==> src/rtl/cxt_pkg.sv <==
// Package: shared types for the cartridge read start delay timer.
// Assumes: nothing beyond being compiled ahead of the modules that use it.
package cxt_pkg;

    // State of the one-shot countdown.
    typedef enum logic {
        CXT_IDLE = 1'b0,
        CXT_WAIT = 1'b1
    } cxt_state_e;

endpackage

==> src/rtl/cxt_delay_calc.sv <==
// Module: cxt_delay_calc
// What it does: turns the rate select, the gap field and the block size into a
// countdown length in base-clock ticks.
// Assumes: CNT_W is wide enough for the largest gap at the slow-per-byte maximum.
module cxt_delay_calc #(
    parameter int GAP_W      = 13,
    parameter int SIZE_W     = 3,
    parameter int CNT_W      = 18,
    parameter int CMD_BYTES  = 8,
    parameter int SLOW_COST  = 5,
    parameter int FAST_COST  = 8,
    parameter int DATA_EXTRA = 4,
    parameter int TICK_MULT  = 2
) (
    input  logic              fast_sel,
    input  logic [GAP_W-1:0]  gap,
    input  logic [SIZE_W-1:0] blk_size,
    output logic [CNT_W-1:0]  ticks
);

    logic [CNT_W-1:0] byte_cnt;
    logic [CNT_W-1:0] per_byte;
    logic [CNT_W-1:0] extra;
    logic [CNT_W-1:0] bus_clks;

    // Purpose: combine command length, gap, per-byte cost and data allowance.
    always_comb begin
        byte_cnt = CNT_W'(CMD_BYTES) + CNT_W'(gap);
        per_byte = fast_sel ? CNT_W'(FAST_COST) : CNT_W'(SLOW_COST);
        extra    = (|blk_size) ? CNT_W'(DATA_EXTRA) : '0;
        bus_clks = byte_cnt * per_byte + extra;
        ticks    = bus_clks * CNT_W'(TICK_MULT);
    end

endmodule

==> src/rtl/cxt_countdown.sv <==
// Module: cxt_countdown
// What it does: a one-shot countdown that is armed by load and fires once when
// it reaches its end. A new load restarts it, and a load on the firing edge wins.
// Assumes: load_ticks is at least 2, so a loaded count never underflows.
module cxt_countdown
    import cxt_pkg::*;
#(
    parameter int CNT_W = 18
) (
    input  logic             clk,
    input  logic             rst_n,
    input  logic             load,
    input  logic [CNT_W-1:0] load_ticks,
    output logic             pending,
    output logic             fire
);

    cxt_state_e       state;
    logic [CNT_W-1:0] cnt;

    // Purpose: arm, count down and disarm the pending event.
    always_ff @(posedge clk) begin
        if (!rst_n) begin
            state <= CXT_IDLE;
            cnt   <= '0;
        end else if (load) begin
            state <= CXT_WAIT;
            cnt   <= load_ticks - CNT_W'(1);
        end else if (state == CXT_WAIT) begin
            if (cnt == '0) begin
                state <= CXT_IDLE;
            end else begin
                cnt <= cnt - CNT_W'(1);
            end
        end
    end

    // Purpose: flag the last counted cycle; a simultaneous load suppresses it.
    always_comb begin
        pending = (state == CXT_WAIT);
        fire    = pending && (cnt == '0) && !load;
    end

    // the count steps down by one each cycle while waiting.
    p_count_step_r6: assert property (@(posedge clk) disable iff (!rst_n)
        (pending && !load && cnt != '0) |=> (pending && cnt == $past(cnt) - CNT_W'(1)));

    // after firing, the event is gone unless re-armed.
    p_one_shot_r8: assert property (@(posedge clk) disable iff (!rst_n)
        fire |=> !pending);

    // a load re-arms the deadline from the newly computed length.
    p_load_rearms_r9: assert property (@(posedge clk) disable iff (!rst_n)
        load |=> (pending && cnt == $past(load_ticks) - CNT_W'(1)));

endmodule

==> src/rtl/cxt_ctrl_reg.sv <==
// Module: cxt_ctrl_reg
// What it does: holds the written control word, the sticky ready flag and the
// registered one-cycle DMA request. It also forms the readback word.
// Assumes: fire is never high on a cycle where wr is high.
module cxt_ctrl_reg #(
    parameter int DATA_W  = 32,
    parameter int RDY_BIT = 23
) (
    input  logic              clk,
    input  logic              rst_n,
    input  logic              wr,
    input  logic [DATA_W-1:0] wdata,
    input  logic              fire,
    output logic [DATA_W-1:0] rdata,
    output logic              ready,
    output logic              dma_req
);

    localparam logic [DATA_W-1:0] RDY_MASK = DATA_W'(1) << RDY_BIT;

    logic [DATA_W-1:0] word_q;

    // Purpose: store the word, clear ready on a write, set it and pulse DMA on expiry.
    always_ff @(posedge clk) begin
        if (!rst_n) begin
            word_q  <= '0;
            ready   <= 1'b0;
            dma_req <= 1'b0;
        end else begin
            dma_req <= fire;
            if (wr) begin
                word_q <= wdata & ~RDY_MASK;
                ready  <= 1'b0;
            end else if (fire) begin
                ready  <= 1'b1;
            end
        end
    end

    // Purpose: merge the live ready flag into the readback word.
    always_comb begin
        rdata = word_q | (ready ? RDY_MASK : '0);
    end

    // the DMA request never lasts more than one cycle.
    p_dma_single_r7: assert property (@(posedge clk) disable iff (!rst_n)
        dma_req |=> !dma_req);

    // a DMA request is always seen together with the ready flag.
    p_dma_with_ready_r7: assert property (@(posedge clk) disable iff (!rst_n)
        dma_req |-> ready);

    // ready holds until a write clears it.
    p_ready_sticky_r7: assert property (@(posedge clk) disable iff (!rst_n)
        (ready && !wr) |=> ready);

    // a write leaves ready cleared on the next cycle.
    p_write_clears_ready_r1: assert property (@(posedge clk) disable iff (!rst_n)
        wr |=> (!ready && !rdata[RDY_BIT]));

endmodule

==> src/rtl/cart_xfer_timer.sv <==
// Module: cart_xfer_timer
// What it does: top level of the cartridge read start delay timer. It decodes the
// control word fields, computes the delay, and runs the countdown that sets ready
// and requests DMA.
// Assumes: inputs are synchronous to clk; blk_size is meaningful only with ctrl_wr.
module cart_xfer_timer #(
    parameter int DATA_W     = 32,
    parameter int SIZE_W     = 3,
    parameter int GAP_W      = 13,
    parameter int RDY_BIT    = 23,
    parameter int RATE_BIT   = 27,
    parameter int CMD_BYTES  = 8,
    parameter int SLOW_COST  = 5,
    parameter int FAST_COST  = 8,
    parameter int DATA_EXTRA = 4,
    parameter int TICK_MULT  = 2,
    parameter int CNT_W      = 18
) (
    input  logic              clk,
    input  logic              rst_n,
    input  logic              ctrl_wr,
    input  logic [DATA_W-1:0] ctrl_wdata,
    input  logic [SIZE_W-1:0] blk_size,
    output logic [DATA_W-1:0] rdata,
    output logic              xfer_ready,
    output logic              dma_req,
    output logic              busy
);

    logic             fast_sel;
    logic [GAP_W-1:0] gap;
    logic [CNT_W-1:0] ticks;
    logic             fire;

    // Purpose: pick the rate select and gap fields out of the written word.
    always_comb begin
        fast_sel = ctrl_wdata[RATE_BIT];
        gap      = ctrl_wdata[GAP_W-1:0];
    end

    cxt_delay_calc #(
        .GAP_W      (GAP_W),
        .SIZE_W     (SIZE_W),
        .CNT_W      (CNT_W),
        .CMD_BYTES  (CMD_BYTES),
        .SLOW_COST  (SLOW_COST),
        .FAST_COST  (FAST_COST),
        .DATA_EXTRA (DATA_EXTRA),
        .TICK_MULT  (TICK_MULT)
    ) u_calc (
        .fast_sel (fast_sel),
        .gap      (gap),
        .blk_size (blk_size),
        .ticks    (ticks)
    );

    cxt_countdown #(
        .CNT_W (CNT_W)
    ) u_cnt (
        .clk        (clk),
        .rst_n      (rst_n),
        .load       (ctrl_wr),
        .load_ticks (ticks),
        .pending    (busy),
        .fire       (fire)
    );

    cxt_ctrl_reg #(
        .DATA_W  (DATA_W),
        .RDY_BIT (RDY_BIT)
    ) u_reg (
        .clk     (clk),
        .rst_n   (rst_n),
        .wr      (ctrl_wr),
        .wdata   (ctrl_wdata),
        .fire    (fire),
        .rdata   (rdata),
        .ready   (xfer_ready),
        .dma_req (dma_req)
    );

    // a write always leaves a pending event behind it.
    p_write_arms_r1: assert property (@(posedge clk) disable iff (!rst_n)
        ctrl_wr |=> busy);

    // a DMA request only follows an event that has just ended.
    p_dma_after_pending_r8: assert property (@(posedge clk) disable iff (!rst_n)
        dma_req |-> $past(busy));

endmodule

==> config.mk <==
export PLATFORM = sky130hd
export DESIGN_NAME = cart_xfer_timer
export DESIGN_NICKNAME = d
export VERILOG_FILES = /design/src/rtl/cxt_pkg.sv /design/src/rtl/cxt_delay_calc.sv /design/src/rtl/cxt_countdown.sv /design/src/rtl/cxt_ctrl_reg.sv /design/src/rtl/cart_xfer_timer.sv
export SDC_FILE = /design/constraint.sdc
export NUM_CORES = 1
export LEC_CHECK = 0
export BUFFER_PORTS_ARGS = -buffer_cell sky130_fd_sc_hd__buf_2
export CORE_ASPECT_RATIO = 1.5
export CORE_UTILIZATION = 58
export CTS_CLUSTER_SIZE = 16
export DETAILED_ROUTE_END_ITERATION = 16
export HOLD_SLACK_MARGIN = 0.03
export PLACE_DENSITY_LB_ADDON = 0.1
export SLEW_MARGIN = 10
export SYNTH_ARGS = -nofsm -noshare
export SYNTH_HDL_FRONTEND = slang
export SYNTH_SLANG_ARGS = --single-unit
==> constraint.sdc <==
create_clock -name clk -period 5.3 [get_ports clk]
set_input_delay 0.53 -clock clk [delete_from_list [all_inputs] [get_ports clk]]
set_output_delay 0.53 -clock clk [all_outputs]
set_load 0.1 [all_outputs]
==> results of run 1 <==
==> cells by family (layout without fill, tap and decap cells) <==
logic type,after synthesis,after routing
simple gates,177,177
compound gates,106,106
buf+inv,56,107
flops,52,52
fa+ha+maj,45,45
mux,41,41
xor+xnor,38,38
other cells,2,3
==> registers in the layout (all words and copies together) (netlist names) <==
signal and flops:
u_reg.word_q 31, u_reg.ready 1, u_cnt.pending 1, u_cnt.cnt 18, u_reg.dma_req 1
==> final timing paths <==
kind | startpoint | to | slack (ns) | depth (start not counted)
max reg2reg | u_cnt.cnt[0] | u_cnt.cnt[15] | 2.73 | 7
max | ctrl_wdata[27] | u_cnt.cnt[16] | 0.72 | 15
min reg2reg | u_reg.ready | u_reg.ready | 0.48 | 1
min | ctrl_wdata[26] | u_reg.word_q[26] | 0.45 | 3
==> critical path, stage by stage <==
cell and delay (ns):
buf_2 0.41, nor2b_1 0.14, ha_1 0.30, inv_1 0.05, fa_1 0.50, inv_1 0.04
ha_1 0.33, fa_1 0.52, a211oi_1 0.42, o21ai_1 0.19, a21o_1 0.22, a311o_1 0.29
and2_1 0.19, o41a_1 0.42, a221oi_2 0.26
==> layout make-up <==
type	instances	area [um2]	area share
clock buffers	6	72.6	0.0153
inverters	24	90.1	0.0189
repair buffers	75	385	0.0810
flip-flops and latches	52	1040	0.219
multi-input cells	410	3030	0.636
well taps	100	125	0.0263
clock inverters	2	16.3	0.00342
==> power breakdown <==
part	internal (uW)	total [uW]	leakage, uW	switching, uW
clock	94.1	224	0.0000414	130
sequential	424	450	0.000430	25.9
combinational	231	641	0.00177	410
total	749	1320	0.00224	566
==> layer usage <==
metal | global-route usage | vias up | routed length, um
met5 | 0 | - | 0
met1 | 0.250 | 1720 | 3730
met2 | 0.450 | 57 | 4920
met4 | 0.104 | 0 | 227
met3 | 0.0262 | 22 | 193
li1 | - | 1953 | -
==> through the flow <==
stage          std cells  hold slack [ns]
3_5_place_dp         661            0.461
6_report             669            0.450
4_1_cts              669            0.441
3_3_place_gp         661            0.451
2_1_floorplan        518            0.489
5_1_grt              669            0.458
==> synthesized netlist by cell type (4+ instances only) <==
cell type / instances
nor2b_1: 4
and3_1: 7
dfxtp_1: 52
a21o_1: 9
inv_1: 23
o21ai_0: 12
a311oi_1: 4
xor2_1: 11
or3_1: 5
nand4_1: 5
fa_1: 5
nor3_1: 12
or2_2: 4
xnor2_1: 25
and2_1: 6
nand3_1: 13
nor2_1: 70
o21a_1: 4
a211oi_1: 12
nor4_1: 5
a21oi_1: 21
ha_1: 40
nand2_1: 26
mux2i_1: 39
clkbuf_1: 25
nor3b_1: 4
==> metrics.txt, run 1 <==
nets@finish about 650; Max Clock Skew 0.00735 ns; worst hold path type in2reg; Post-CTS Resized 0; port bufs 71; DP Worst Slack around 0.41 ns; mux contribution to synthesized area 0.0958; largest family of logic cells by synthesized area simple AND/OR/NAND/NOR gates; Ports 73; synth warn 0; TritonCTS clock tree done; Mapped Cells slightly above 500; wire length of the first global-routing pass 14.7 mm; htree depth 2; maximum vdd ir drop 0.189 mV; vias about 3,800; largest net degree at the start of global routing 57; post-synthesis compound-gate area fraction 0.180; GRT Total Usage 0.235; top-area cell type share of the netlist area 0.242; row count 38; post-synthesis adder-cell area fraction 0.139; Critical Path Start Type primary input; number of global-route vias before repair between 3,000 and 4,000; Avg Cell Area, Syn 8.34 um2; initial antenna violation count 0; Routed Antenna Nets 0; drt pass-1 iters 6; Final Hold Vio Count 0; top cells by area, synth dfxtp_1 24%, ha_1 12%, mux2i_1 9.1%; clk sinks 52; initial core utilization 0.596; Worst-Margin Slew 0.758 ns; unrepaired setup endpoints after global routing no; final design utilization 0.658; most common cell after layout, fill and taps aside buf_2; drt initial violations 136; Critical Path End Type flop; Die W between 70 and 80 um; Fmax 218 MHz; EDFF count, synth 0; vias per cell 5.61; XOR/XNOR share of the synthesized area 0.0807; max-slew violations 0; CTS Buffer Depth 2; post-synthesis async set-or-reset flop share 0; CTS Buf Count 5; commonest non-fill, non-tap cells in the layout 71 x buf_2, 70 x nor2_1, 52 x dfxtp_1; pwr/cell area 277 mW/mm2; PnR worst setup slack 0.721 ns; chip height 108 um; Post-Syn Area 0.00431 mm2; Lkg Pwr 0.00224 uW; final instance area ~0.0048 mm2; outcome completed; DPL Wire Length 7.21 mm; setup TNS 0 ns; die area a little under 0.008 mm2; Reg clk slew, reported paths around 0.090 ns; Worst Path Arrival 4.80 ns; Final min period 4.58 ns; Area Growth Syn to Fin 10.3%; Routed WL per cell around 14 um; Crit Path Class in2reg; dominant cell type by area after synthesis dfxtp_1; Final GP Congestion 0.828; post-synthesis simple-gate area fraction 0.203; Slew HR 0.494; Max Cap Viol 0; Final Cycle Share 0.864; ys flop type dfxtp_1; GR Overflow Total 0; crit-path max FO 30; core area 0.00723 mm2; Clk Latency, worst-skew pair 0.31 ns; placed cell area 0.00467 mm2; Seq/Total Area, Yosys 0.242; post-CTS setup buffer count 0; hold buffers post-CTS 0; ant diodes 0; Fill cells between 600 and 700; count of different cell masters after synthesis 75; Power Total around 1300 uW; Yosys reg bits 52; Final setup viols 0; share of post-route cells with drive strength above 1 0.186; WP data required 5.52 ns; WL final just over 9 mm; DR DRC count 0; CTS root buffer clkbuf_8
No activity file was read; power rests on OpenSTA's default activity.
==> inputs of run 2 (changes only) <==
CELL_PAD_IN_SITES_DETAIL_PLACEMENT = 0   (was unset)
CELL_PAD_IN_SITES_GLOBAL_PLACEMENT = 1   (was unset)
CORE_UTILIZATION = 43   (was 58)
==> metrics.txt, run 2 (synthesis results as in run 1) <==
Max Cap Viol 0 (unchanged); unrepaired setup endpoints after global routing no; Die W 83.8 um (+16%); hold buffers post-CTS 0 (unchanged); number of global-route vias before repair 3,672 (+5.4%); die area 0.0104 mm2 (+34%); Crit Path Class in2reg; GRT Total Usage 0.192 (-0.0426); largest net degree at the start of global routing 57 (unchanged); vias per cell 5.53 (-1.4%); clk sinks 52 (unchanged); Critical Path End Type flop; row count 44 (+16%); post-CTS setup buffer count 0 (unchanged); setup TNS 0 ns (unchanged); Routed Antenna Nets 0 (unchanged); maximum vdd ir drop 0.212 mV (+12%); Final Cycle Share 0.847 (-0.0164); nets@finish 653 (+0.31%); Final setup viols 0 (unchanged); Fmax 223 MHz (+1.9%); max-slew violations 0 (unchanged); DR DRC count 0 (unchanged); wire length of the first global-routing pass 16.9 mm (+15%); ant diodes 0 (unchanged); Lkg Pwr 0.00229 uW (+2.2%); Final GP Congestion 0.833 (+0.63%); Reg clk slew, reported paths 0.07 ns (-0.02 ns); top flop regs u_reg.word_q x31, u_cnt.cnt x18; Worst-Margin Slew 0.778 ns (+0.0194 ns); commonest non-fill, non-tap cells in the layout 71 x buf_2, 70 x nor2_1, 52 x dfxtp_1; drt initial violations 101 (-26%); Ports 73 (unchanged); Cell Count, Final, Fillers Out 686 (+2.5%); most common cell after layout, fill and taps aside buf_2; crit-path max FO 25 (-17%); Final min period 4.49 ns (-0.0872 ns); GR Overflow Total 0 (unchanged); vias 3,792 (+1.1%); WP data required 5.50 ns (-0.02 ns); pwr/cell area 300 mW/mm2 (+8.3%); drt pass-1 iters 4 (-2); Area Growth Syn to Fin 12.9%; TritonCTS clock tree done; initial antenna violation count 0 (unchanged); CTS Buffer Depth 2 (unchanged); worst hold path type in2reg; outcome completed; DPL Wire Length 7.68 mm (+6.5%); share of post-route cells with drive strength above 1 0.189 (+0.00285); initial core utilization 0.445 (-0.152); port bufs 71 (unchanged); chip height 125 um (+16%); core area 0.00969 mm2 (+34%); WL final 9.67 mm (+6.6%); Critical Path Start Type primary input; Routed WL per cell 14.1 um (+4.0%); Placed Cells 678 (+2.6%); max reg flops 31 (unchanged); htree depth 2 (unchanged); Top reg by flops u_reg.word_q; CTS root buffer clkbuf_16; Post-CTS Resized 0 (unchanged); Max Clock Skew 0.00508 ns (-0.00226 ns); Slew HR 0.481 (-0.0130); Worst Path Arrival 4.69 ns (-0.11 ns); Final Hold Vio Count 0 (unchanged); Clk Latency, worst-skew pair 0.29 ns (-0.02 ns); CTS Buf Count 5 (unchanged)
-- run 2: path summary, 6_finish.rpt --
kind             startpoint               end  slack, ns  depth (start not counted)
max          ctrl_wdata[27]     u_cnt.cnt[16]       0.81                         15
min          ctrl_wdata[28]  u_reg.word_q[28]       0.47                          3
max reg2reg    u_cnt.cnt[0]     u_cnt.cnt[15]       2.78                          7
min reg2reg     u_reg.ready       u_reg.ready       0.48                          1
-- run 2: metal layers --
metal  part of all wire  GRT usage  vias up
li1                   -          -     1953
met1               0.42      0.225     1785
met2               0.55      0.366       43
met3              0.019     0.0186       11
met4              0.012     0.0489        0
met5                  0          0        -
-- run 2: power by group --
group          internal (uW)  switching [uW]  total [uW]
sequential               424            25.2         449
combinational            233             411         644
clock                    225             141         365
total                    882             577        1460
-- run 2: worst max-delay path, stage by stage --
cell and delay (ns):
buf_2 0.13, buf_4 0.22, inv_2 0.20, nand2_1 0.14, fa_1 0.56, inv_1 0.04
ha_1 0.33, fa_1 0.53, a211oi_1 0.41, o21ai_1 0.20, a21o_1 0.22, a311o_1 0.30
and2_1 0.19, o41a_1 0.42, a221oi_2 0.26
-- run 2: stage by stage --
step                      total power [uW]   util  hold WS, ns  instance area [um2]  setup WS (ns)
after CTS                             1470  0.502        0.470                 4870          0.845
after global routing                  1560  0.502        0.492                 4870          0.565
after detailed placement              1100  0.485        0.468                 4700          0.575
after global placement                1090  0.485        0.447                 4700          0.592
after floorplan                        985      -        0.489                 4310          0.555
final                                 1460  0.502        0.473                 4870          0.809
-- run 2: area by class of cell --
class / count / area [um2]
Fill cell: 980 / 4820
Multi-Input combinational cell: 410 / 3030
Sequential cell: 52 / 1040
Timing Repair Buffer: 77 / 400
Tap cell: 115 / 144
Clock buffer: 6 / 129
Inverter: 24 / 90.1
Clock inverter: 2 / 38.8
